## src/rtl/clk_stop_pkg.sv

```systemverilog
// Package: shared defaults and helpers for the clock stop controller.
// Assumes the divided clock has a 50% duty cycle (HALF high, HALF low).
package clk_stop_pkg;
    localparam int unsigned DEF_HALF  = 4;
    localparam int unsigned DEF_N_OUT = 4;

    // Width of a counter that spans one full divided period.
    function automatic int unsigned cnt_width(input int unsigned half);
        return (half * 2 > 2) ? $clog2(half * 2) : 1;
    endfunction
endpackage

```

## src/rtl/csc_sync2.sv

```systemverilog
// Two-flop synchronizer for one asynchronous level.
// Assumes the input stays at a level longer than two clk cycles to be seen.
// The reset value is 1, which means "not stopped".
module csc_sync2 (
    input  logic clk,
    input  logic rst_n,
    input  logic async_i,
    output logic sync_o
);
    logic meta_q;
    logic hold_q;

    // Shift the asynchronous level through two flops.
    always_ff @(posedge clk) begin
        if (!rst_n) begin
            meta_q <= 1'b1;
            hold_q <= 1'b1;
        end else begin
            meta_q <= async_i;
            hold_q <= meta_q;
        end
    end

    assign sync_o = hold_q;
endmodule

```

## src/rtl/csc_divider.sv

```systemverilog
// Period counter for the divided clocks.
// Produces the next-cycle level of the divided clock and a flag marking the
// edge where the period restarts (low-to-high), plus the registered reference.
// Assumes HALF >= 1. Reset parks the count at the last cycle so that the first
// edge after reset starts a full high phase.
module csc_divider #(
    parameter int unsigned HALF = clk_stop_pkg::DEF_HALF
) (
    input  logic clk,
    input  logic rst_n,
    output logic hi_next_o,
    output logic wrap_next_o,
    output logic ref_clk_o
);
    localparam int unsigned PERIOD = 2 * HALF;
    localparam int unsigned CW     = clk_stop_pkg::cnt_width(HALF);
    localparam logic [CW-1:0] LAST  = CW'(PERIOD - 1);
    localparam logic [CW-1:0] HALFV = CW'(HALF);

    logic [CW-1:0] cnt_q;
    logic [CW-1:0] cnt_n;
    logic          ref_q;

    // Next count value: wrap to zero after the last cycle of the period.
    always_comb begin
        cnt_n = (cnt_q == LAST) ? '0 : cnt_q + 1'b1;
    end

    assign wrap_next_o = (cnt_q == LAST);
    assign hi_next_o   = (cnt_n < HALFV);

    // Advance the period count and register the reference level.
    always_ff @(posedge clk) begin
        if (!rst_n) begin
            cnt_q <= LAST;
            ref_q <= 1'b0;
        end else begin
            cnt_q <= cnt_n;
            ref_q <= hi_next_o;
        end
    end

    assign ref_clk_o = ref_q;
endmodule

```

## src/rtl/csc_gate_bank.sv

```systemverilog
// One run flag and one registered output clock per output.
// Each run flag is updated only at the period restart edge, while all divided
// clocks are low, so a change never cuts a high phase short.
// Assumes hi_next_i / wrap_next_i come from csc_divider in the same domain.
module csc_gate_bank #(
    parameter int unsigned N_OUT = clk_stop_pkg::DEF_N_OUT
) (
    input  logic             clk,
    input  logic             rst_n,
    input  logic             go_i,
    input  logic [N_OUT-1:0] free_run_i,
    input  logic             hi_next_i,
    input  logic             wrap_next_i,
    output logic [N_OUT-1:0] clk_o
);
    for (genvar g = 0; g < N_OUT; g++) begin : g_lane
        logic run_q;
        logic run_d;
        logic out_q;

        // Pick the run decision for the next period only at the restart edge.
        always_comb begin
            run_d = wrap_next_i ? (free_run_i[g] | go_i) : run_q;
        end

        // Hold the run flag and drive the output level from the common phase.
        always_ff @(posedge clk) begin
            if (!rst_n) begin
                run_q <= 1'b1;
                out_q <= 1'b0;
            end else begin
                run_q <= run_d;
                out_q <= hi_next_i & run_d;
            end
        end

        assign clk_o[g] = out_q;
    end
endmodule

```

## src/rtl/clk_stop_ctrl.sv

```systemverilog
// Top level: synchronous stop/start of a group of divided output clocks.
// Merges an asynchronous active-low pin and an active-low register bit into
// one effective stop, exempts outputs whose free-run bit is set, and returns
// the merged run status for register read-back.
// Assumes reg_stop_n and free_run_mask are already synchronous to clk.
module clk_stop_ctrl #(
    parameter int unsigned N_OUT = clk_stop_pkg::DEF_N_OUT,
    parameter int unsigned HALF  = clk_stop_pkg::DEF_HALF
) (
    input  logic             clk,
    input  logic             rst_n,
    input  logic             stop_pin_n,
    input  logic             reg_stop_n,
    input  logic [N_OUT-1:0] free_run_mask,
    output logic             ref_clk_o,
    output logic [N_OUT-1:0] clk_o,
    output logic             status_run_o
);
    logic pin_s;
    logic go;
    logic hi_next;
    logic wrap_next;

    csc_sync2 u_sync (
        .clk     (clk),
        .rst_n   (rst_n),
        .async_i (stop_pin_n),
        .sync_o  (pin_s)
    );

    // Either active-low source being low stops the group.
    always_comb begin
        go = pin_s & reg_stop_n;
    end

    csc_divider #(.HALF(HALF)) u_div (
        .clk         (clk),
        .rst_n       (rst_n),
        .hi_next_o   (hi_next),
        .wrap_next_o (wrap_next),
        .ref_clk_o   (ref_clk_o)
    );

    csc_gate_bank #(.N_OUT(N_OUT)) u_bank (
        .clk         (clk),
        .rst_n       (rst_n),
        .go_i        (go),
        .free_run_i  (free_run_mask),
        .hi_next_i   (hi_next),
        .wrap_next_i (wrap_next),
        .clk_o       (clk_o)
    );

    assign status_run_o = go;
endmodule

```

## config.mk

```make
export PLATFORM = sky130hd
export DESIGN_NAME = clk_stop_ctrl
export DESIGN_NICKNAME = d
export VERILOG_FILES = /design/src/rtl/clk_stop_pkg.sv /design/src/rtl/csc_sync2.sv /design/src/rtl/csc_divider.sv /design/src/rtl/csc_gate_bank.sv /design/src/rtl/clk_stop_ctrl.sv
export SDC_FILE = /design/constraint.sdc
export NUM_CORES = 1
export LEC_CHECK = 0
export ABC_AREA = 1
export BUFFER_PORTS_ARGS = -buffer_cell sky130_fd_sc_hd__buf_2
export CORE_UTILIZATION = 25
export DETAILED_ROUTE_END_ITERATION = 6
export HOLD_SLACK_MARGIN = 0.06
export SLEW_MARGIN = 40
export SYNTH_ARGS = -nofsm -noshare
export SYNTH_HDL_FRONTEND = slang
export SYNTH_HIERARCHICAL = 1
export SYNTH_SLANG_ARGS = --single-unit
```

## constraint.sdc

```tcl
create_clock -name clk -period 1.3 [get_ports clk]
set_input_delay 0.26 -clock clk [delete_from_list [all_inputs] [get_ports clk]]
set_output_delay 0.26 -clock clk [all_outputs]
set_load 0.03 [all_outputs]
```

==> results.txt <==
Pwr per Cell Area - 1800 mW/mm²
Gate power share - 30.0%
Antenna violations before repair - 0
Setup TNS - 0 ns
H-tree Lvls - 1
CTS buffer count - 3
Crit path kind - flip-flop to output port
VDD IR max - 0.457 mV
Drt pass-1 iters - 4
Post-synthesis sequential area ratio - 56.4%
Post-synthesis xor/xnor area fraction - 0%
Initial drt markers - 5
CP endpoint kind - output port
Post-Synth Simple-Gate Area - 25.4%
DRC Markers - 0
Remaining antenna violation count - 0
Crit path max-delay family - buffers and inverters
Die Width - 46.6 µm
Clock power frac - 20.8%
# IOs - 14
Max-cap violations - 0
DR WL/cell - 7.40 µm
Unique masters post-synth - 11
Status - complete, no violations
Commonest non-fill, non-tap cell in the layout - nand2_1
CP Cell Sequence - nand2_1 > inv_1 > buf_2
Sw frac - 32.4%
Placed cell area - 571 µm²
ANT cells - 0
Complex-gate fraction of the synthesized area - 1.01%
Min Tclk post-route - 1.20 ns
Layout Skew - 0.00351 ns
Share of layout cells above drive strength 1 - 29.2%
Area delta synth->final - 19.9%
Yosys reg bits - 14
Largest net degree at the start of global routing - 11
Leakage power figure - 0.000318 µW
Latest clock arrival within the worst-skew pair - 0.27 ns
Gpl congestion - 0.788
Synth top area share - 56.4%
Max-slew violation count - 0
Routed vias - 355
Post-Syn Nets - 69
Die H - 46.6 µm
Synth Area in Adders - 5.04%
Via density - 3.66
RSZ-0062 raised after global routing - false
Buffer and inverter count on the worst path - 2
Hold Fails Final Rpt - 0
Post-synthesis cell area - 497 µm²
Core area - 0.00180 mm²
Post-CTS Setup Inserts - 0
Final total power - 1070 µW
CTS clk-pin slew, worst paths - 0.07 ns
Worst hold path class - input pin to flip-flop
Seq pwr share - 49.2%
Fill cells - 213
Worst path required time - 1.04 ns
# nets final - 84
Cells after Synth - 59
Net Sw Power - 348 µW
Arr. time, crit path - 0.94 ns
Overflow after GRT - 0
Rows - 15
Crit share post-route - 92.7%
CTS tree - done
Final setup vio count - 0
Initial Util - 27.6%
Gr usage total - 7.98%
Global-route wire length before repair - 1150 µm
Clk root buf - clkbuf_4
Max incr delay on CP - 0.31 ns
Post-CTS sizing - 0
DPL Wire Length - 574 µm
WHS - 0.160 ns
Reg area - 280 µm²
Fmax - 830 MHz
Ys Warns - 6
Setup WS pre-CTS - 0.0729 ns
TritonCTS Sinks - 14
Max FO, Critical Path - 5
CP startpoint kind - flip-flop
Synth top area cells - dfxtp_1 56%, nand2_1 13%, buf_4 6.0%
Least-Margin Pin Slew - 0.176 ns
I/O Buffers - 13
Multi-input gate area - 159 µm²
P_int - 725 µW
Syn Area/Cell - 8.42 µm²
Post-CTS Hold Fix Bufs - 0
Cell taking the most area after synthesis - dfxtp_1
Vias in the first global route - 303
Fin area - 596 µm²
DRT Wirelength - 718 µm
Crit-path slowest cell - dfxtp_1
Commonest non-fill, non-tap cells in the layout - 17 x nand2_1, 14 x dfxtp_1, 13 x buf_2, 7 x nor2_1, 6 x inv_1
Clk buf depth - 2
Slew margin rel. - 88.3%
Die footprint - 0.00217 mm²
Mux cell area share after synthesis - 0%
Final worst slack - 0.0955 ns
Main combinational cell family by area after synthesis - simple AND/OR/NAND/NOR gates
-- state kept, by name (all words and copies together), names as in the netlist --
signal	flops
u_bank/g_lane.out_q	4
u_div/ref_clk_o	1
u_div/cnt_q	3
u_bank/g_lane.run_q	4
u_sync/sync_o	1
u_sync/meta_q	1
-- worst register-to-register path, cell delays in order (launching register included) --
cell	delay (ns)
dfxtp_1	0.32
ha_1	0.19
ha_2	0.21
or2_1	0.23
nand2_1	0.08
nand2_1	0.05
-- layout make-up --
cell class | count | share of cell area (%)
Tap cell | 25 | 5.25
Multi-Input combinational cell | 33 | 26.7
Sequential cell | 14 | 47.1
Clock buffer | 3 | 3.78
Timing Repair Buffer | 14 | 12.2
Inverter | 8 | 5.04
-- Yosys cell counts --
| library cell | number |
|---|---|
| nand2_2 | 1 |
| nor2_1 | 7 |
| o21ai_1 | 1 |
| ha_1 | 2 |
| inv_2 | 2 |
| dfxtp_1 | 14 |
| or2_1 | 4 |
| buf_4 | 4 |
| nand2_1 | 17 |
| inv_1 | 6 |
| nand3_1 | 1 |
-- power groups by stage --
| stage | clock network [µW] | registers (µW) | logic, µW |
|---|---|---|---|
| final | 223 | 528 | 321 |
| after global routing | 252 | 537 | 365 |
| after CTS | 239 | 530 | 322 |
| after detailed placement | 0 | 540 | 322 |
| after global placement | 0 | 536 | 317 |
| after floorplan | 0 | 552 | 257 |
-- stage by stage --
step                      cells  util, %
after global placement       94     31.7
after detailed placement     94     31.7
after floorplan              59        -
final                        97     33.1
after global routing         97     33.1
after CTS                    97     32.9
-- kinds of logic after synthesis --
group,Yosys count
adder cells (fa/ha/maj),2
AND/OR/NAND/NOR,30
buffers and inverters,12
flip-flops,14
AO/OA/AOI/OAI,1
-- layer usage --
layer | vias to the layer above | track usage [%] | share of wire (%)
met4 | 0 | 7.06 | 1.1
met3 | 2 | 2.35 | 6.4
met5 | - | 0 | 0
met2 | 10 | 12.8 | 45
met1 | 145 | 8.31 | 47
li1 | 198 | - | -
-- worst paths after layout --
check | startpoint | endpoint | slack (ns) | cells after the start
max | u_sync/sync_o | status_run_o | 0.1 | 3
min | stop_pin_n | u_sync/meta_q | 0.16 | 3
max reg2reg | u_div/cnt_q[0] | u_bank/g_lane[3].run_q | 0.12 | 5
min reg2reg | u_sync/meta_q | u_sync/sync_o | 0.40 | 2
Note: power is estimated with default switching activity, not from simulation.
